File: src/rtl/tlb_pkg.sv
package tlb_pkg;

    parameter int ENTRIES = 8;
    parameter int VPN_W   = 20;
    parameter int PPN_W   = 20;
    parameter int TID_W   = 1;

    localparam int IDX_W = (ENTRIES > 1) ? $clog2(ENTRIES) : 1;

    typedef enum logic [1:0] {
        INV_SPACE  = 2'd0,
        INV_PAGING = 2'd1,
        INV_PAGE   = 2'd2,
        INV_NONE   = 2'd3
    } inv_kind_e;

    typedef struct packed {
        logic             valid;
        logic             glb;
        logic [TID_W-1:0] tid;
        logic [VPN_W-1:0] vpn;
        logic [PPN_W-1:0] ppn;
    } tlb_entry_t;

    // Decide whether an invalidation request removes one entry.
    function automatic logic inv_hits(input tlb_entry_t e,
                                      input logic [TID_W-1:0] tid,
                                      input inv_kind_e kind,
                                      input logic [VPN_W-1:0] vpn);
        logic own;
        own = e.valid && (e.tid == tid);
        case (kind)
            INV_SPACE:  return own && !e.glb;
            INV_PAGING: return own;
            INV_PAGE:   return own && (e.vpn == vpn);
            default:    return 1'b0;
        endcase
    endfunction

endpackage

File: src/rtl/tlb_match.sv
module tlb_match
    import tlb_pkg::*;
#(
    parameter int N = ENTRIES,
    localparam int IW = (N > 1) ? $clog2(N) : 1
) (
    input  logic             clk,
    input  logic             rst,
    input  tlb_entry_t       ents [N],
    input  logic [TID_W-1:0] tid,
    input  logic [VPN_W-1:0] vpn,
    output logic [N-1:0]     hit_vec,
    output logic             any,
    output logic [IW-1:0]    idx
);

    for (genvar g = 0; g < N; g++) begin : g_cmp
        assign hit_vec[g] = ents[g].valid && (ents[g].tid == tid) && (ents[g].vpn == vpn);
    end

    always_comb begin
        idx = '0;
        for (int i = 0; i < N; i++) begin
            if (hit_vec[i]) idx = IW'(i);
        end
    end

    assign any = |hit_vec;

    // refills rewrite in place, so at most one entry matches a thread and page.
    p_single_match_r4: assert property (@(posedge clk) disable iff (rst)
        $onehot0(hit_vec));

endmodule

File: src/rtl/tlb_victim.sv
module tlb_victim
    import tlb_pkg::*;
#(
    parameter int N = ENTRIES,
    localparam int IW = (N > 1) ? $clog2(N) : 1
) (
    input  logic          clk,
    input  logic          rst,
    input  logic [N-1:0]  valid_vec,
    input  logic          advance,
    output logic          free_any,
    output logic [IW-1:0] free_idx,
    output logic [IW-1:0] rr_idx
);

    logic [IW-1:0] ptr_q;

    always_comb begin
        free_any = 1'b0;
        free_idx = '0;
        for (int i = N - 1; i >= 0; i--) begin
            if (!valid_vec[i]) begin
                free_any = 1'b1;
                free_idx = IW'(i);
            end
        end
    end

    always_ff @(posedge clk) begin
        if (rst) begin
            ptr_q <= '0;
        end else if (advance) begin
            ptr_q <= (ptr_q == IW'(N - 1)) ? '0 : ptr_q + 1'b1;
        end
    end

    assign rr_idx = ptr_q;

    // the rotating pointer holds still unless a replacing fill occurs.
    p_rr_hold_r6: assert property (@(posedge clk) disable iff (rst)
        !advance |=> $stable(rr_idx));

    // a replacing fill is only requested when no slot is free.
    p_rr_only_full_r6: assert property (@(posedge clk) disable iff (rst)
        advance |-> &valid_vec);

endmodule

File: src/rtl/tlb_shared.sv
module tlb_shared
    import tlb_pkg::*;
(
    input  logic             clk,
    input  logic             rst,
    input  logic             lk_valid,
    input  logic [TID_W-1:0] lk_tid,
    input  logic [VPN_W-1:0] lk_vpn,
    output logic             rsp_valid,
    output logic             rsp_hit,
    output logic [PPN_W-1:0] rsp_ppn,
    input  logic             fill_valid,
    input  logic [TID_W-1:0] fill_tid,
    input  logic [VPN_W-1:0] fill_vpn,
    input  logic [PPN_W-1:0] fill_ppn,
    input  logic             fill_global,
    input  logic             inv_valid,
    input  logic [TID_W-1:0] inv_tid,
    input  logic [1:0]       inv_kind,
    input  logic [VPN_W-1:0] inv_vpn
);

    localparam int N  = ENTRIES;
    localparam int IW = IDX_W;

    tlb_entry_t        ents [N];
    logic [N-1:0]      valid_vec;
    logic [N-1:0]      lk_hits;
    logic [N-1:0]      fill_hits;
    logic              lk_any, fill_any, free_any, advance;
    logic [IW-1:0]     lk_idx, fill_idx, free_idx, rr_idx, fill_slot;
    inv_kind_e         kind;

    assign kind = inv_kind_e'(inv_kind);

    always_comb begin
        for (int i = 0; i < N; i++) valid_vec[i] = ents[i].valid;
    end

    tlb_match #(.N(N)) u_lk_match (
        .clk(clk), .rst(rst), .ents(ents), .tid(lk_tid), .vpn(lk_vpn),
        .hit_vec(lk_hits), .any(lk_any), .idx(lk_idx)
    );

    tlb_match #(.N(N)) u_fill_match (
        .clk(clk), .rst(rst), .ents(ents), .tid(fill_tid), .vpn(fill_vpn),
        .hit_vec(fill_hits), .any(fill_any), .idx(fill_idx)
    );

    tlb_victim #(.N(N)) u_victim (
        .clk(clk), .rst(rst), .valid_vec(valid_vec), .advance(advance),
        .free_any(free_any), .free_idx(free_idx), .rr_idx(rr_idx)
    );

    assign advance   = fill_valid && !fill_any && !free_any;
    assign fill_slot = fill_any ? fill_idx : (free_any ? free_idx : rr_idx);

    always_ff @(posedge clk) begin
        if (rst) begin
            for (int i = 0; i < N; i++) ents[i] <= '0;
            rsp_valid <= 1'b0;
            rsp_hit   <= 1'b0;
            rsp_ppn   <= '0;
        end else begin
            rsp_valid <= lk_valid;
            rsp_hit   <= lk_valid && lk_any;
            rsp_ppn   <= (lk_valid && lk_any) ? ents[lk_idx].ppn : '0;
            if (inv_valid) begin
                for (int i = 0; i < N; i++) begin
                    if (inv_hits(ents[i], inv_tid, kind, inv_vpn)) ents[i].valid <= 1'b0;
                end
            end
            if (fill_valid) begin
                ents[fill_slot] <= '{valid: 1'b1, glb: fill_global, tid: fill_tid,
                                     vpn: fill_vpn, ppn: fill_ppn};
            end
        end
    end

    // reset leaves no pending response.
    p_reset_quiet_r1: assert property (@(posedge clk)
        rst |=> !rsp_valid);

    // a response follows each request by exactly one cycle.
    p_rsp_follows_r2: assert property (@(posedge clk) disable iff (rst)
        lk_valid |=> rsp_valid);
    p_rsp_none_r2: assert property (@(posedge clk) disable iff (rst)
        !lk_valid |=> !rsp_valid);

    // a miss returns a zero page.
    p_miss_zero_r2: assert property (@(posedge clk) disable iff (rst)
        (rsp_valid && !rsp_hit) |-> (rsp_ppn == '0));

    for (genvar g = 0; g < N; g++) begin : g_inv_chk
        // the other thread's entries survive an invalidation.
        p_other_kept_r10: assert property (@(posedge clk) disable iff (rst)
            (inv_valid && !fill_valid && ents[g].valid && (ents[g].tid != inv_tid))
            |=> ents[g].valid);
        // global entries survive an address-space switch.
        p_space_keeps_glb_r7: assert property (@(posedge clk) disable iff (rst)
            (inv_valid && !fill_valid && (kind == INV_SPACE) && ents[g].valid && ents[g].glb)
            |=> ents[g].valid);
        // a paging change empties every slot of the requester.
        p_paging_drops_r8: assert property (@(posedge clk) disable iff (rst)
            (inv_valid && !fill_valid && (kind == INV_PAGING) && (ents[g].tid == inv_tid))
            |=> !ents[g].valid);
    end

endmodule

File: config.mk
export PLATFORM = sky130hd
export DESIGN_NAME = tlb_shared
export DESIGN_NICKNAME = d
export VERILOG_FILES = /design/src/rtl/tlb_pkg.sv /design/src/rtl/tlb_match.sv /design/src/rtl/tlb_victim.sv /design/src/rtl/tlb_shared.sv
export SDC_FILE = /design/constraint.sdc
export NUM_CORES = 1
export LEC_CHECK = 0
export CAP_MARGIN = 20
export CORE_AREA = 2 2 209 211
export CTS_CLUSTER_SIZE = 10
export DETAILED_ROUTE_END_ITERATION = 10
export DIE_AREA = 0 0 211 213
export DONT_BUFFER_PORTS = 1
export HOLD_SLACK_MARGIN = 0.12
export MAX_ROUTING_LAYER = met4
export SYNTH_ARGS = -nofsm -noshare
export SYNTH_HDL_FRONTEND = slang
export SYNTH_SLANG_ARGS = --single-unit
File: constraint.sdc
create_clock -name clk -period 10.1 [get_ports clk]
set_input_delay 2.525 -clock clk [delete_from_list [all_inputs] [get_ports clk]]
set_output_delay 2.525 -clock clk [all_outputs]
set_load 0.02 [all_outputs]
## Word level (Yosys, flattened, before mapping)

Index checks and enable logic that the tools add are counted.

| word-level totals | value |
|---|---|
| output and inout port bits | 22 |
| word-level logic and storage cells | 264 |
| register bits after elaboration | 369 |
| input bits | 91 |

| operators by class | value |
|---|---|
| reductions and logical operators | 74 |
| $add $sub $neg | 1 |
| equal/unequal tests | 51 |
| bitwise logic cells | 3 |
| magnitude comparators | 3 |
| multiplexer cells | 88 |

Operator list:

| cell | count |
|---|---|
| $eq A20 B20 Y1 | 24 |
| $bwmux W344 | 1 |
| $mux W344 | 1 |
| $bmux W43 S3 | 1 |
| $demux W43 S3 | 1 |
| $logic_and A1 B1 Y1 | 60 |
| $mux W3 | 19 |
| $mux W1 | 50 |
| $mux W43 | 1 |
| $mux W20 | 2 |
| $eq A1 B1 Y1 | 24 |
| $pmux W1 S3 | 8 |
| $reduce_or A8 Y1 | 2 |
| $logic_not A1 Y1 | 10 |
| $ge A4 B4 Y1 const B | 2 |
| $mux W2 | 4 |
| $not A3 Y4 | 2 |
| $lt A4 B1 Y1 const B | 1 |
| $add A3 B1 Y3 const B | 1 |
| $eq A3 B3 Y1 const B | 1 |
| $eq A2 B1 Y1 const B | 1 |
| $eq A2 B2 Y1 const B | 1 |
| $logic_not A2 Y1 | 1 |
| $reduce_or A2 Y1 | 1 |
| $not A1 Y1 | 1 |

## Longest topological paths before layout

| logic depth | value |
|---|---|
| depth after elaboration | 18 |
| gate-level depth with buffers | 13 |
| mapped depth without buffers | 9 |

## Modules after synthesis

A second synthesis with hierarchy kept.

| unflattened totals | value |
|---|---|
| cells, all modules | 2501 |
| area, all modules | 20542.2 um^2 |

Modules (own cells, without submodules):

| module | times used | area an instance (um^2) | sequential area each (um^2) | cells an instance |
|---|---|---|---|---|
| tlb_shared | 1 | 16017.9 | 7327.0 | 1950 |
| tlb_match | 2 | 2158.3 | 0.0 | 263 |
| tlb_victim | 1 | 207.7 | 60.1 | 25 |

## Least setup slack after synthesis

No wires, ideal clock.

| timing | value |
|---|---|
| kind | input -> register |
| start point | input fill_vpn[16] |
| end point | register (tool-made name) |
| setup time | 128 ps |
| data required time | 9972 ps |
| arrival | 5063 ps |
| slack | 4910 ps |
| cell stages on the path | 13 |
| path buffers | 4 |
| path through | clkbuf_1 buf_1 xnor2_1 nand4_1 nor4_1 nand4_1 a41o_1 o31ai_1 or4b_1 buf_4 buf_6 mux2i_1 nor2_1 |

RTL lines:

| what | RTL line | source |
|---|---|---|
| from (decl) | tlb_shared.sv:14 | `input logic [VPN_W-1:0] fill_vpn,` |

## Worst setup path in the final report

| timing | value |
|---|---|
| start point | input lk_vpn[4] |
| end point | register rsp_ppn[17] |

| on the way | value |
|---|---|
| word-level cells in the longest chain between the ends | 13 |
| elaborated cells on any way between the ends | 31 |
| classes of those cells | eq/ne (8); mux (10); bitwise (2); reduce/logical (11) |

RTL lines:

| what | RTL line | source |
|---|---|---|
| from (decl) | tlb_shared.sv:8 | `input logic [VPN_W-1:0] lk_vpn,` |
| $eq A20 B20 Y1 | tlb_match.sv:18 | `assign hit_vec[g] = ents[g].valid && (ents[g].tid == tid) && (ents[g].vpn == vpn);` |
| $logic_and A1 B1 Y1 | tlb_match.sv:18 |  |
| $mux W1 | tlb_match.sv:24 | `if (hit_vec[i]) idx = IW'(i);` |
| $mux W2 (2 in a row) | tlb_match.sv:24 |  |
| $mux W3 (4 in a row) | tlb_match.sv:24 |  |
| $not A3 Y4 (implied by the code) | tlb_shared.sv:67 | `rsp_ppn <= (lk_valid && lk_any) ? ents[lk_idx].ppn : '0;` |
| $bmux W43 S3 | tlb_shared.sv:67 |  |
| $mux W20 (implied by the code) (2 in a row) | tlb_shared.sv:67 |  |
| to (signal assigned) | tlb_shared.sv:67 |  |
| to (decl) | tlb_shared.sv:11 | `output logic [PPN_W-1:0] rsp_ppn,` |

Several ways; a longest one is shown, not always the timed one. The select of a mux whose other input is x is not followed.
A chain may end at the register's enable or synchronous reset.

==> impl_metrics.yaml <==
power:
  p_sw_uw: 758
  sequentialPowerShare: 0.476
  p_int_uw: 2420
  p_leak_uw: 0.00889
  p_sw_frac: 0.239
  p_per_area_nw_per_um2: 146
  comb_power_share: 0.071
  pwr-share-clk: 0.453
  vdd.ir_drop.worst_uv: 119
route:
  ant_nets: 0
  routed_wl_um: 79900
  vias: 16200
  drt_iter0_drc: 1626
  wire_per_inst_um: 30.2
  vias_per_cell: 6.13
  drc: 0
  drtPass1Iterations: 5
clocking:
  insertion_delay_ns: 0.58
  clockBufferDepth: 3
  cts_num_sinks: 369
  post_cts_buffers: 0
  clk_pin_slew_worst_paths_ns: 0.05
  cts_hold_buf: 0
  cts_resized: 0
  clockRootBuffer: "clkbuf_16"
  cts_max_level: 2
  cts-buffers-inserted: 44
  cts_tree: "yes"
floorplan:
  initial_core_util: 0.483
  rows: 76
  fp.dieArea_um2: 44900
  die_h_um: 213
  die_width_um: 211
  coreArea_um2: 42700
  ios: 113
outcome:
  status: "finished, final reports clean"
critical_path:
  cp.depth: 11
  reg2reg_depth: 11
  r2r_setup_slack_ns: 5.98
  critPathTopFamily: "simple AND/OR/NAND/NOR gates"
  path_cells: "xor2_1, nor4_1, nand4_1, o211ai_1, a21boi_0, o21ai_4, buf_4, nand2_2, buf_4, mux2i_1, a221oi_1"
  critical_path.endpoint: "rsp_ppn[17]"
  critPathLaunchType: "primary input"
  cp-end-kind: "flip-flop"
  regToRegEndpoint: "rsp_ppn[11]"
  cpPeakStageDelay_ns: 0.59
  critical_path_class: "primary input to flip-flop"
  slowest_stage: "nor4_1"
  cp_num_buf_inv: 2
  startpoint: "lk_vpn[4]"
  cp_common_cell: "buf_4"
  cp.arrival_ns: 5.95
  cp_max_fo: 25
  crit_required_ns: 10.57
placed_design:
  gp_congestion: 0.960
  placed_area_um2: 20600
  port_buffers: 0
  dp.final_hpwl_um: 52600
  dp_worst_setup_slack_ns: 4.11
logic_synthesis:
  syn_nets: 2320
  synth.area.top_cells: "dfxtp_1 (36%), mux2i_1 (19%), xnor2_1 (15%)"
  yosys_warnings: 0
  ys_seq_area_frac: 0.359
  synth_cell_types: 47
  syn_area_um2: 20600
  synthFlopType: "dfxtp_1"
  yosysTopAreaCell: "dfxtp_1"
  avgSynthCellArea_um2: 9.25
  async_flop_share: 0
  synth_edf_count: 0
  syn_inst: 2227
  yosysMostFrequentCell: "mux2i_1"
  synthTopCellsByCount: "mux2i_1 (397), dfxtp_1 (369), nor2_1 (344)"
  yosysTopAreaCellShare: 0.359
  ys_ff_latch: 369
timing:
  period_share: 0.543
  hold_violations: 0
  skew_ns: 0.0237
  worst_pin_slew_ns: 1.08
  period_minus_slack_ns: 5.48
  hold_ws_ns: 0.488
  fmax_ghz: 0.182
  rsz0062_at_grt: "no"
  setup_tns_ns: 0
  setup_viol: 0
  worst_slack_ns: 4.62
  slew_violations: 0
  slew_headroom: 0.276
hold_path:
  hold_path_startpoint: "u_victim.rr_idx[0]"
  holdCritPathClass: "flip-flop to flip-flop"
global_route:
  antenna_found_initial: 0
  first_global_vias: 15800
  grtUsageTotal: 0.365
  grt_pass1_wl_um: 114000
  grt-ovfl-total: 0
  grt_max_degree: 349
job:
  maxCapViolations: 0
layout:
  fin_area_um2: 21800
  final_nets: 2179
  fill_cells: 3955
  syn2layout_area_growth_pct: 5.87
  drive_above_1_share: 0.0424
==> per-layer routing <==
metal,up-vias,wire (um),global-route usage
met5,-,0,-
met3,208,6790,0.0787
li1,7333,-,-
met1,7927,34200,0.468
met2,756,35600,0.563
met4,0,3340,0.145
==> placed cells by master, fill, tap and decap left out, types with 27 or more instances in the layout <==
| cell | n |
|---|---|
| clkbuf_16 | 44 |
| nor4_1 | 68 |
| nor2_1 | 343 |
| mux2i_1 | 397 |
| xor2_1 | 161 |
| dfxtp_1 | 369 |
| nand4_1 | 121 |
| o21ai_0 | 27 |
| xnor2_1 | 343 |
| nand2_1 | 38 |
==> worst register-to-register path, stage by stage (launching register included) <==
cell,delay [ns]
dfxtp_1,0.60
xnor2_1,0.18
nand4_1,0.13
nor4_1,0.57
o211ai_1,0.18
a21boi_0,0.50
o21ai_4,0.06
buf_4,0.29
nand2_2,0.49
buf_4,0.52
mux2i_1,0.18
a221oi_1,0.32
==> worst min-delay path by stage <==
stage / depth (start not counted) / slack, ns / end
after floorplan: 2 / 0.45 / flip-flop
after global placement: 2 / 0.47 / flip-flop
after detailed placement: 2 / 0.48 / flip-flop
after CTS: 2 / 0.49 / u_victim.rr_idx[0]
after global routing: 2 / 0.51 / flip-flop
final: 2 / 0.49 / u_victim.rr_idx[0]
==> power by group through the flow <==
stage	sequential (uW)	combinational, uW	clock, uW
global placement	1540	223	0
floorplan	1530	262	0
global route	1510	246	1520
finish	1510	226	1440
CTS	1510	224	1470
detailed placement	1540	222	0
==> final cells by class <==
| type | count | area [um^2] | area share |
|---|---|---|---|
| Inverter | 7 | 26.3 | 0.00120 |
| Antenna cell | 1 | 2.50 | 0.000115 |
| Clock inverter | 4 | 60.1 | 0.00275 |
| Sequential cell | 369 | 7390 | 0.339 |
| Timing Repair Buffer | 20 | 165 | 0.00757 |
| Multi-Input combinational cell | 1644 | 12300 | 0.564 |
| Clock buffer | 55 | 1180 | 0.0542 |
| Tap cell | 546 | 683 | 0.0313 |
==> cells by family (layout without fill, tap and decap cells) <==
kind of cell | count (synthesis) | after routing | share of synthesized area
fa+ha+maj | 2 | 2 | 0.00121
compound gates | 117 | 117 | 0.0419
buf+inv | 214 | 86 | 0.0471
simple gates | 624 | 624 | 0.144
xor+xnor | 504 | 504 | 0.214
mux | 397 | 397 | 0.193
other cells | 0 | 1 | 0
flops | 369 | 369 | 0.359
==> stage by stage <==
stage                     std cells   util  total power [uW]
after CTS                      2645  0.511              3200
final                          2646  0.511              3180
after floorplan                2227      -              1790
after detailed placement       2586  0.482              1760
after global placement         2584  0.481              1770
after global routing           2645  0.511              3280
Power figures use the tool's default switching activity.
